--- config.mk ---
export PLATFORM = sky130hd
export DESIGN_NAME = i2c_byte_engine
export DESIGN_NICKNAME = d
export VERILOG_FILES = /design/src/rtl/i2c_eng_pkg.sv /design/src/rtl/i2c_phase_timer.sv /design/src/rtl/i2c_byte_fsm.sv /design/src/rtl/i2c_byte_engine.sv
export SDC_FILE = /design/constraint.sdc
export NUM_CORES = 1
export LEC_CHECK = 0
export ABC_AREA = 1
export ABC_CLOCK_PERIOD_IN_PS = 3650
export BUFFER_PORTS_ARGS = -buffer_cell sky130_fd_sc_hd__buf_2
export CAP_MARGIN = 20
export CORE_MARGIN = 2
export CORE_UTILIZATION = 54
export CTS_CLUSTER_DIAMETER = 60
export DETAILED_ROUTE_END_ITERATION = 16
export PLACE_DENSITY = 0.73
export REMOVE_ABC_BUFFERS = 1
export SYNTH_ARGS = -nofsm -noshare
export SYNTH_HDL_FRONTEND = slang
export SYNTH_SLANG_ARGS = --single-unit
--- constraint.sdc ---
create_clock -name clk -period 3.65 [get_ports clk]
set_input_delay 0.1825 -clock clk [delete_from_list [all_inputs] [get_ports clk]]
set_output_delay 0.1825 -clock clk [all_outputs]
set_load 0.005 [all_outputs]
--- src/rtl/i2c_eng_pkg.sv ---
package i2c_eng_pkg;
  localparam int DW    = 8;
  localparam int DIV_W = 8;
  localparam int IDX_W = 4;

  localparam logic [1:0] RA_CTRL = 2'd0;
  localparam logic [1:0] RA_STAT = 2'd1;
  localparam logic [1:0] RA_DATA = 2'd2;
  localparam logic [1:0] RA_DIV  = 2'd3;

  localparam int CB_MASTER = 0;
  localparam int CB_TX     = 1;
  localparam int CB_NACK   = 2;
  localparam int CB_RSTA   = 3;

  localparam int SB_DONE = 0;
  localparam int SB_BUSY = 1;
  localparam int SB_NAK  = 2;
  localparam int SB_ADDR = 3;

  typedef enum logic [3:0] {
    ST_IDLE, ST_START, ST_HOLD, ST_BLO, ST_BHI,
    ST_SLO, ST_SHI, ST_SEND, ST_RLO, ST_RHI
  } eng_state_t;

  // clocks per SCL phase; floor of 2 so SDA can move one clock after SCL falls
  function automatic logic [DIV_W:0] phase_len(input logic [DIV_W-1:0] div);
    if (div == '0) return (DIV_W+1)'(2);
    return {1'b0, div} + (DIV_W+1)'(1);
  endfunction

  // SDA pull-down for one bit slot: slot 8 is the acknowledge slot
  function automatic logic slot_drive(input logic rx, input logic [IDX_W-1:0] idx,
                                      input logic msb, input logic nack);
    if (idx == IDX_W'(8)) return rx ? !nack : 1'b0;
    return rx ? 1'b0 : !msb;
  endfunction
endpackage

--- src/rtl/i2c_phase_timer.sv ---
module i2c_phase_timer
  import i2c_eng_pkg::*;
(
  input  logic             clk,
  input  logic             rst_n,
  input  logic             run,
  input  logic [DIV_W-1:0] div,
  output logic             tick
);
  logic [DIV_W:0] cnt;

  assign tick = run && (cnt == phase_len(div) - (DIV_W+1)'(1));

  always_ff @(posedge clk or negedge rst_n) begin
    if (!rst_n)             cnt <= '0;
    else if (!run || tick)  cnt <= '0;
    else                    cnt <= cnt + (DIV_W+1)'(1);
  end

  // no phase is shorter than two clocks
  assert_phase_min_R12: assert property (@(posedge clk) disable iff (!rst_n)
    (tick && $stable(div)) |=> !tick)
    else $error("phase shorter than two clocks");
endmodule

--- src/rtl/i2c_byte_fsm.sv ---
module i2c_byte_fsm
  import i2c_eng_pkg::*;
(
  input  logic          clk,
  input  logic          rst_n,
  input  logic          tick,
  input  logic          master,
  input  logic          tx_go,
  input  logic          rx_go,
  input  logic          rs_go,
  input  logic          nack_req,
  input  logic [DW-1:0] tx_byte,
  input  logic          sda_in,
  output logic          run,
  output logic          scl_oe,
  output logic          sda_oe,
  output logic          parked,
  output logic          busy,
  output logic          rx_mode,
  output logic          start_done,
  output logic          byte_end,
  output logic [DW-1:0] shift_q
);
  eng_state_t       state;
  logic [IDX_W-1:0] bit_idx;
  logic             nack_lat;
  logic             sda_q;
  logic             sda_next;
  logic             bus_edge_ok;

  assign scl_oe     = (state == ST_HOLD) || (state == ST_BLO) ||
                      (state == ST_SLO)  || (state == ST_RLO);
  assign run        = (state != ST_IDLE) && (state != ST_HOLD);
  assign parked     = (state == ST_HOLD);
  assign busy       = (state != ST_IDLE);
  assign start_done = (state == ST_START) && tick;
  assign byte_end   = (state == ST_BHI) && tick && (bit_idx == IDX_W'(8));
  assign sda_oe     = sda_q;
  // states where SDA may move under a released SCL
  assign bus_edge_ok = (state == ST_START) || (state == ST_SEND);

  always_comb begin
    case (state)
      ST_START, ST_SLO, ST_SHI: sda_next = 1'b1;
      ST_HOLD:                  sda_next = sda_q;
      ST_BLO, ST_BHI:           sda_next = slot_drive(rx_mode, bit_idx, shift_q[DW-1], nack_lat);
      default:                  sda_next = 1'b0;
    endcase
  end

  always_ff @(posedge clk or negedge rst_n) begin
    if (!rst_n) begin
      state    <= ST_IDLE;
      bit_idx  <= '0;
      shift_q  <= '0;
      rx_mode  <= 1'b0;
      nack_lat <= 1'b0;
      sda_q    <= 1'b0;
    end else begin
      sda_q <= sda_next;
      case (state)
        ST_IDLE:  if (master) state <= ST_START;
        ST_START: if (tick) state <= ST_HOLD;
        ST_HOLD: begin
          if (!master)    state <= ST_SLO;
          else if (rs_go) state <= ST_RLO;
          else if (tx_go) begin
            state   <= ST_BLO;
            shift_q <= tx_byte;
            rx_mode <= 1'b0;
            bit_idx <= '0;
          end else if (rx_go) begin
            state    <= ST_BLO;
            rx_mode  <= 1'b1;
            nack_lat <= nack_req;
            bit_idx  <= '0;
          end
        end
        ST_BLO: if (tick) state <= ST_BHI;
        ST_BHI: if (tick) begin
          if (bit_idx == IDX_W'(8)) state <= ST_HOLD;
          else begin
            shift_q <= {shift_q[DW-2:0], sda_in};
            bit_idx <= bit_idx + IDX_W'(1);
            state   <= ST_BLO;
          end
        end
        ST_SLO:  if (tick) state <= ST_SHI;
        ST_SHI:  if (tick) state <= ST_SEND;
        ST_SEND: if (tick) state <= ST_IDLE;
        ST_RLO:  if (tick) state <= ST_RHI;
        ST_RHI:  if (tick) state <= ST_START;
        default: state <= ST_IDLE;
      endcase
    end
  end

  // with SCL released, SDA only moves while forming START or STOP
  assert_sda_quiet_R13: assert property (@(posedge clk) disable iff (!rst_n)
    (!scl_oe && $past(!scl_oe) && !bus_edge_ok) |-> $stable(sda_oe))
    else $error("SDA moved while SCL high");

  // acknowledge slot of a receive follows the latched final-NACK request
  assert_rx_ack_R7: assert property (@(posedge clk) disable iff (!rst_n)
    (state == ST_BHI && bit_idx == IDX_W'(8) && rx_mode) |-> (sda_oe == !nack_lat))
    else $error("wrong acknowledge drive");
endmodule

--- src/rtl/i2c_byte_engine.sv ---
module i2c_byte_engine
  import i2c_eng_pkg::*;
#(
  parameter logic [DIV_W-1:0] DIV_RESET = DIV_W'(3)
) (
  input  logic          clk,
  input  logic          rst_n,
  input  logic          reg_wr,
  input  logic          reg_rd,
  input  logic [1:0]    reg_addr,
  input  logic [DW-1:0] reg_wdata,
  output logic [DW-1:0] reg_rdata,
  output logic          scl_oe,
  output logic          sda_oe,
  input  logic          sda_in
);
  logic             ctrl_master, ctrl_tx, ctrl_nack;
  logic [DIV_W-1:0] div_q;
  logic             done_q, nak_q, addr_wait;
  logic [DW-1:0]    rx_data;

  logic wr_ctrl, wr_stat, wr_data, wr_div, rd_data;
  logic tx_go, rx_go, rs_go;
  logic tick, run, parked, busy, rx_mode, start_done, byte_end;
  logic [DW-1:0] shift_q;

  assign wr_ctrl = reg_wr && (reg_addr == RA_CTRL);
  assign wr_stat = reg_wr && (reg_addr == RA_STAT);
  assign wr_data = reg_wr && (reg_addr == RA_DATA);
  assign wr_div  = reg_wr && (reg_addr == RA_DIV);
  assign rd_data = reg_rd && (reg_addr == RA_DATA);

  // byte transfers are side effects of data accesses, gated by direction
  assign tx_go = wr_data && ctrl_tx;
  assign rx_go = rd_data && !ctrl_tx;
  assign rs_go = wr_ctrl && reg_wdata[CB_RSTA];

  i2c_phase_timer u_timer (
    .clk(clk), .rst_n(rst_n), .run(run), .div(div_q), .tick(tick)
  );

  i2c_byte_fsm u_fsm (
    .clk(clk), .rst_n(rst_n), .tick(tick), .master(ctrl_master),
    .tx_go(tx_go), .rx_go(rx_go), .rs_go(rs_go), .nack_req(ctrl_nack),
    .tx_byte(reg_wdata), .sda_in(sda_in), .run(run), .scl_oe(scl_oe),
    .sda_oe(sda_oe), .parked(parked), .busy(busy), .rx_mode(rx_mode),
    .start_done(start_done), .byte_end(byte_end), .shift_q(shift_q)
  );

  always_ff @(posedge clk or negedge rst_n) begin
    if (!rst_n) begin
      ctrl_master <= 1'b0;
      ctrl_tx     <= 1'b0;
      ctrl_nack   <= 1'b0;
      div_q       <= DIV_RESET;
      done_q      <= 1'b0;
      nak_q       <= 1'b0;
      addr_wait   <= 1'b0;
      rx_data     <= '0;
    end else begin
      if (wr_ctrl) begin
        ctrl_master <= reg_wdata[CB_MASTER];
        ctrl_tx     <= reg_wdata[CB_TX];
        ctrl_nack   <= reg_wdata[CB_NACK];
      end
      if (wr_div) div_q <= reg_wdata;
      if (byte_end)                           done_q <= 1'b1;
      else if (wr_stat && reg_wdata[SB_DONE]) done_q <= 1'b0;
      if (byte_end && !rx_mode) nak_q   <= sda_in;
      if (byte_end && rx_mode)  rx_data <= shift_q;
      if (start_done)              addr_wait <= 1'b1;
      else if (tx_go && parked)    addr_wait <= 1'b0;
      else if (!busy)              addr_wait <= 1'b0;
    end
  end

  always_comb begin
    reg_rdata = '0;
    case (reg_addr)
      RA_CTRL: begin
        reg_rdata[CB_MASTER] = ctrl_master;
        reg_rdata[CB_TX]     = ctrl_tx;
        reg_rdata[CB_NACK]   = ctrl_nack;
      end
      RA_STAT: begin
        reg_rdata[SB_DONE] = done_q;
        reg_rdata[SB_BUSY] = busy;
        reg_rdata[SB_NAK]  = nak_q;
        reg_rdata[SB_ADDR] = addr_wait;
      end
      RA_DATA: reg_rdata = rx_data;
      default: reg_rdata = div_q;
    endcase
  end

  // a data read in transmit direction keeps the engine parked
  assert_no_rx_launch_R8: assert property (@(posedge clk) disable iff (!rst_n)
    (rd_data && ctrl_tx && parked && ctrl_master && !rs_go) |=> parked)
    else $error("transmit-direction read launched a transfer");

  // byte done rises together with the ninth SCL fall
  assert_done_on_fall_R4: assert property (@(posedge clk) disable iff (!rst_n)
    $rose(done_q) |-> $rose(scl_oe))
    else $error("byte done not aligned to SCL fall");

  // busy begins with SCL released (START phase)
  assert_busy_start_R2: assert property (@(posedge clk) disable iff (!rst_n)
    $rose(busy) |-> !scl_oe)
    else $error("busy rose outside START");

  // after STOP both lines are released
  assert_stop_release_R10: assert property (@(posedge clk) disable iff (!rst_n)
    $fell(busy) |-> (!scl_oe && !sda_oe))
    else $error("bus not released after STOP");
endmodule

==> out/results.tsv <==
stage	metric	value	unit
run_status	outcome	complete, no violations	
power_and_ir_drop	power density over the cells	535	nW/um2
floorplan	Starting Density	0.556	
worst_setup_path	startpoint types	register	
power_and_ir_drop	Clock Power Share	0.182	
finish	layout net count	521	
routing	via count	3112	
power_and_ir_drop	Lkg Pwr	1.82	nW
clocking	H-tree depth	2	
timing	Fin. Hold Viols	0	
synthesis	Yosys top cell by area	dfrtp_1	
placed_design	hpwl dp	5870	um
routing	Detailed Route WL	7720	um
synthesis	top post-synthesis cells by area	dfrtp_1 37%, nand2_1 16%, inv_1 7.6%, nor2_1 5.2%, o21ai_0 4.7%	
worst_setup_path	worst path arrival time	3.00	ns
timing	Final Cycle Share	0.762	
clocking	Clock transition at path regs	0.11	ns
floorplan	Rows	28	
clocking	CTS resizes	0	
routing	ANT nets after route	0	
floorplan	full die area	6730	um2
worst_setup_path	crit-path cells	inv_1 -> ha_1 -> nand2_1 -> nor2_1 -> nand2_1 -> nand2_2 -> nand2_1 -> nand2_1 -> nand2_1 -> nand2_1 -> inv_1 -> nand2_1 -> nor2_1 -> nand2_1 -> nor2_4 -> nand3_4 -> nand2_4 -> nand3_2 -> nand2_1 -> nand2_1	
placed_design	placement-stage cell area	3490	um2
synthesis	top-count cell post-synth	nand2_1	
power_and_ir_drop	Peak VDD IR	265	uV
worst_setup_path	Setup crit end kind	register	
clocking	Root Driver	clkbuf_8	
worst_setup_path	Largest stage delay, worst path	0.58	ns
synthesis	Post-Synthesis Cells	471	
timing	Clock Skews	0.0168	ns
timing	worst slew pin tran	0.640	ns
power_and_ir_drop	combinational share of power	0.410	
worst_setup_path	Top delay family on crit path	simple AND/OR/NAND/NOR gates	
synthesis	Post-synth EDFFs	0	
routing	Vias per Instance	5.40	
placed_design	GPL Wtd Cong	0.884	
finish	layout cells sized above 1	0.134	
worst_setup_path	worst endpoint required time	3.87	ns
finish	final instance area	3590	um2
clocking	CTS tree	yes	
worst_setup_path	CP max stage cell	dfstp_2	
synthesis	Synth async-reset ratio	1.00	
global_routing	largest net degree at the start of global routing	51	
synthesis	Post-synth top cells	143 x nand2_1, 67 x inv_1, 48 x dfrtp_1	
worst_setup_path	maximum fanout along the worst path	19	
worst_setup_path	worst setup path category	register to register	
timing	slew margin rel.	0.573	
clocking	Max clock buf depth	2	
synthesis	sequential share of the synthesized area	0.381	
routing	number of detailed-route iterations in the first pass	4	
finish	n_diodes	0	
job	MaxCap Viol Count	0	
power_and_ir_drop	Sequential Power Share	0.408	
clocking	CTS buffer count	5	
routing	DRC viols	0	
timing	Period minus WS final	2.78	ns
worst_setup_path	Worst R2R Path Depth	20	
finish	Area growth syn-to-layout	9.20	%
synthesis	top cell type's share of synthesized area	0.365	
power_and_ir_drop	Power, Total	1.92	mW
global_routing	wire length of the first global-routing pass	13000	um
timing	WHS	0.165	ns
power_and_ir_drop	sw frac	0.443	
floorplan	chip width	82.1	um
timing	RSZ-0062 raised after global routing	false	
floorplan	Core Box Area	5920	um2
timing	fin. max-slew vios	0	
routing	Routed WL per cell	13.4	um
hold_path	Hold Crit Class	input pin to register	
clocking	Worst-Skew Late Latency	0.32	ns
worst_setup_path	worst path bufs/invs	2	
floorplan	I/O pin count	25	
hold_path	Worst Hold Depth	5	
worst_setup_path	cell mode on critical path	nand2_1	
global_routing	antenna violations before repair	0	
placed_design	port bufs	24	
global_routing	vias in the first global route	2895	
timing	endpoints failing setup	0	
timing	fmax	0.360	GHz
routing	number of DRC markers in iteration 0	108	
clocking	Num Clock Sinks	50	
worst_setup_path	critical path depth	20	
synthesis	syn_area_per_cell	6.99	um2
synthesis	Cell Area, Synth	3290	um2
synthesis	YS warnings	0	
floorplan	DIE HEIGHT	82.1	um
synthesis	Yosys cell types	39	
timing	Setup Total Neg Slack	0	ns
global_routing	GR Util All Layers	0.252	
power_and_ir_drop	P_sw	0.851	mW
synthesis	ys flop type	dfrtp_1	
global_routing	remaining global-route overflow	0	
synthesis	#FFs+latches synth	50	
power_and_ir_drop	Power Internal	1.07	mW
## flip-flops by register name, summed over array words and instances, names as in the netlist, 4 cells and up
name and flops:
u_fsm.bit_idx 4, u_fsm.state 4, u_fsm.shift_q 8, rx_data 8, div_q 8, u_timer.cnt 9
## layout make-up
| cell class | count | area, um2 |
|---|---|---|
| Fill cell | 600 | 2330 |
| Multi-Input combinational cell | 344 | 1730 |
| Sequential cell | 50 | 1250 |
| Inverter | 72 | 272 |
| Timing Repair Buffer | 27 | 145 |
| Tap cell | 75 | 93.8 |
| Clock buffer | 5 | 68.8 |
| Clock inverter | 3 | 26.3 |
## worst register-to-register path, cell delays in order, from the launching register on
cell	delay, ns
dfstp_2	0.58
inv_1	0.14
ha_1	0.24
nand2_1	0.07
nor2_1	0.04
nand2_1	0.16
nand2_2	0.10
nand2_1	0.10
nand2_1	0.06
nand2_1	0.05
nand2_1	0.06
inv_1	0.05
nand2_1	0.04
nor2_1	0.08
nand2_1	0.09
nor2_4	0.13
nand3_4	0.11
nand2_4	0.21
nand3_2	0.19
nand2_1	0.12
nand2_1	0.06
## power groups by stage
stage | Combinational (mW) | Sequential (mW) | Clock [mW]
floorplan | 0.591 | 0.761 | 0
global placement | 0.760 | 0.791 | 0
detailed placement | 0.783 | 0.793 | 0
CTS | 0.791 | 0.782 | 0.360
global route | 0.906 | 0.803 | 0.375
finish | 0.789 | 0.785 | 0.349
## path summary, 6_finish.rpt
check,start,end,slack (ns)
worst max-delay path,div_q[0]$_DFFE_PN1P_,u_fsm.shift_q[1]$_DFFE_PN0P_,0.87
worst min-delay path,sda_in,nak_q$_DFFE_PN0P_,0.16
worst max register to register,div_q[0]$_DFFE_PN1P_,u_fsm.shift_q[1]$_DFFE_PN0P_,0.87
worst min register to register,u_fsm.shift_q[6]$_DFFE_PN0P_,u_fsm.shift_q[6]$_DFFE_PN0P_,0.49
max in group asynchronous,rst_n,u_timer.cnt[0]$_DFF_PN0_,2.72
min in group asynchronous,rst_n,rx_data[3]$_DFFE_PN0P_,0.50
## per-layer routing
layer	part of all wire	global-route usage
met1	0.47	0.324
met5	0	0
met3	0.046	0.0462
met2	0.47	0.440
met4	0.011	0.0600
## what timing repair did
| action | 4_1_cts | 5_1_grt |
|---|---|---|
| hold endpoints to repair | 34 | 0 |
| hold buffers | 1 | 0 |
| setup buffers | 0 | 0 |
## cells by family after synthesis
| family | after synthesis | synth area share |
|---|---|---|
| compound gates | 56 | 0.102 |
| xor+xnor | 7 | 0.0186 |
| fa+ha+maj | 6 | 0.0228 |
| buf+inv | 77 | 0.0920 |
| flops | 50 | 0.381 |
| simple gates | 275 | 0.384 |
## cell usage in the layout (no fill, tap or decap), types with 3 or more instances in the layout
cell type  instances
nand4_1           21
nand3b_1           3
nand2_2            9
nor3b_1            3
inv_6              3
buf_2             24
dfrtp_1           48
o21ai_2            8
nor2_4             3
xor2_1             4
nor3_1             8
ha_1               6
clkbuf_8           5
clkinv_1           4
o21ai_0           31
nor2_1            46
xnor2_1            3
nor2_2             4
a21oi_1            6
inv_1             67
nand3_1           26
nand2_1          143
## per-stage QoR
stage                     instances  setup slack (ns)  utilization
after detailed placement        567             0.904        0.589
after global routing            576             0.581        0.607
after CTS                       576             0.900        0.607
after global placement          567              1.01        0.589
after floorplan                 466              1.26            -
final                           576             0.869        0.607
Power figures use the tool's default switching activity.
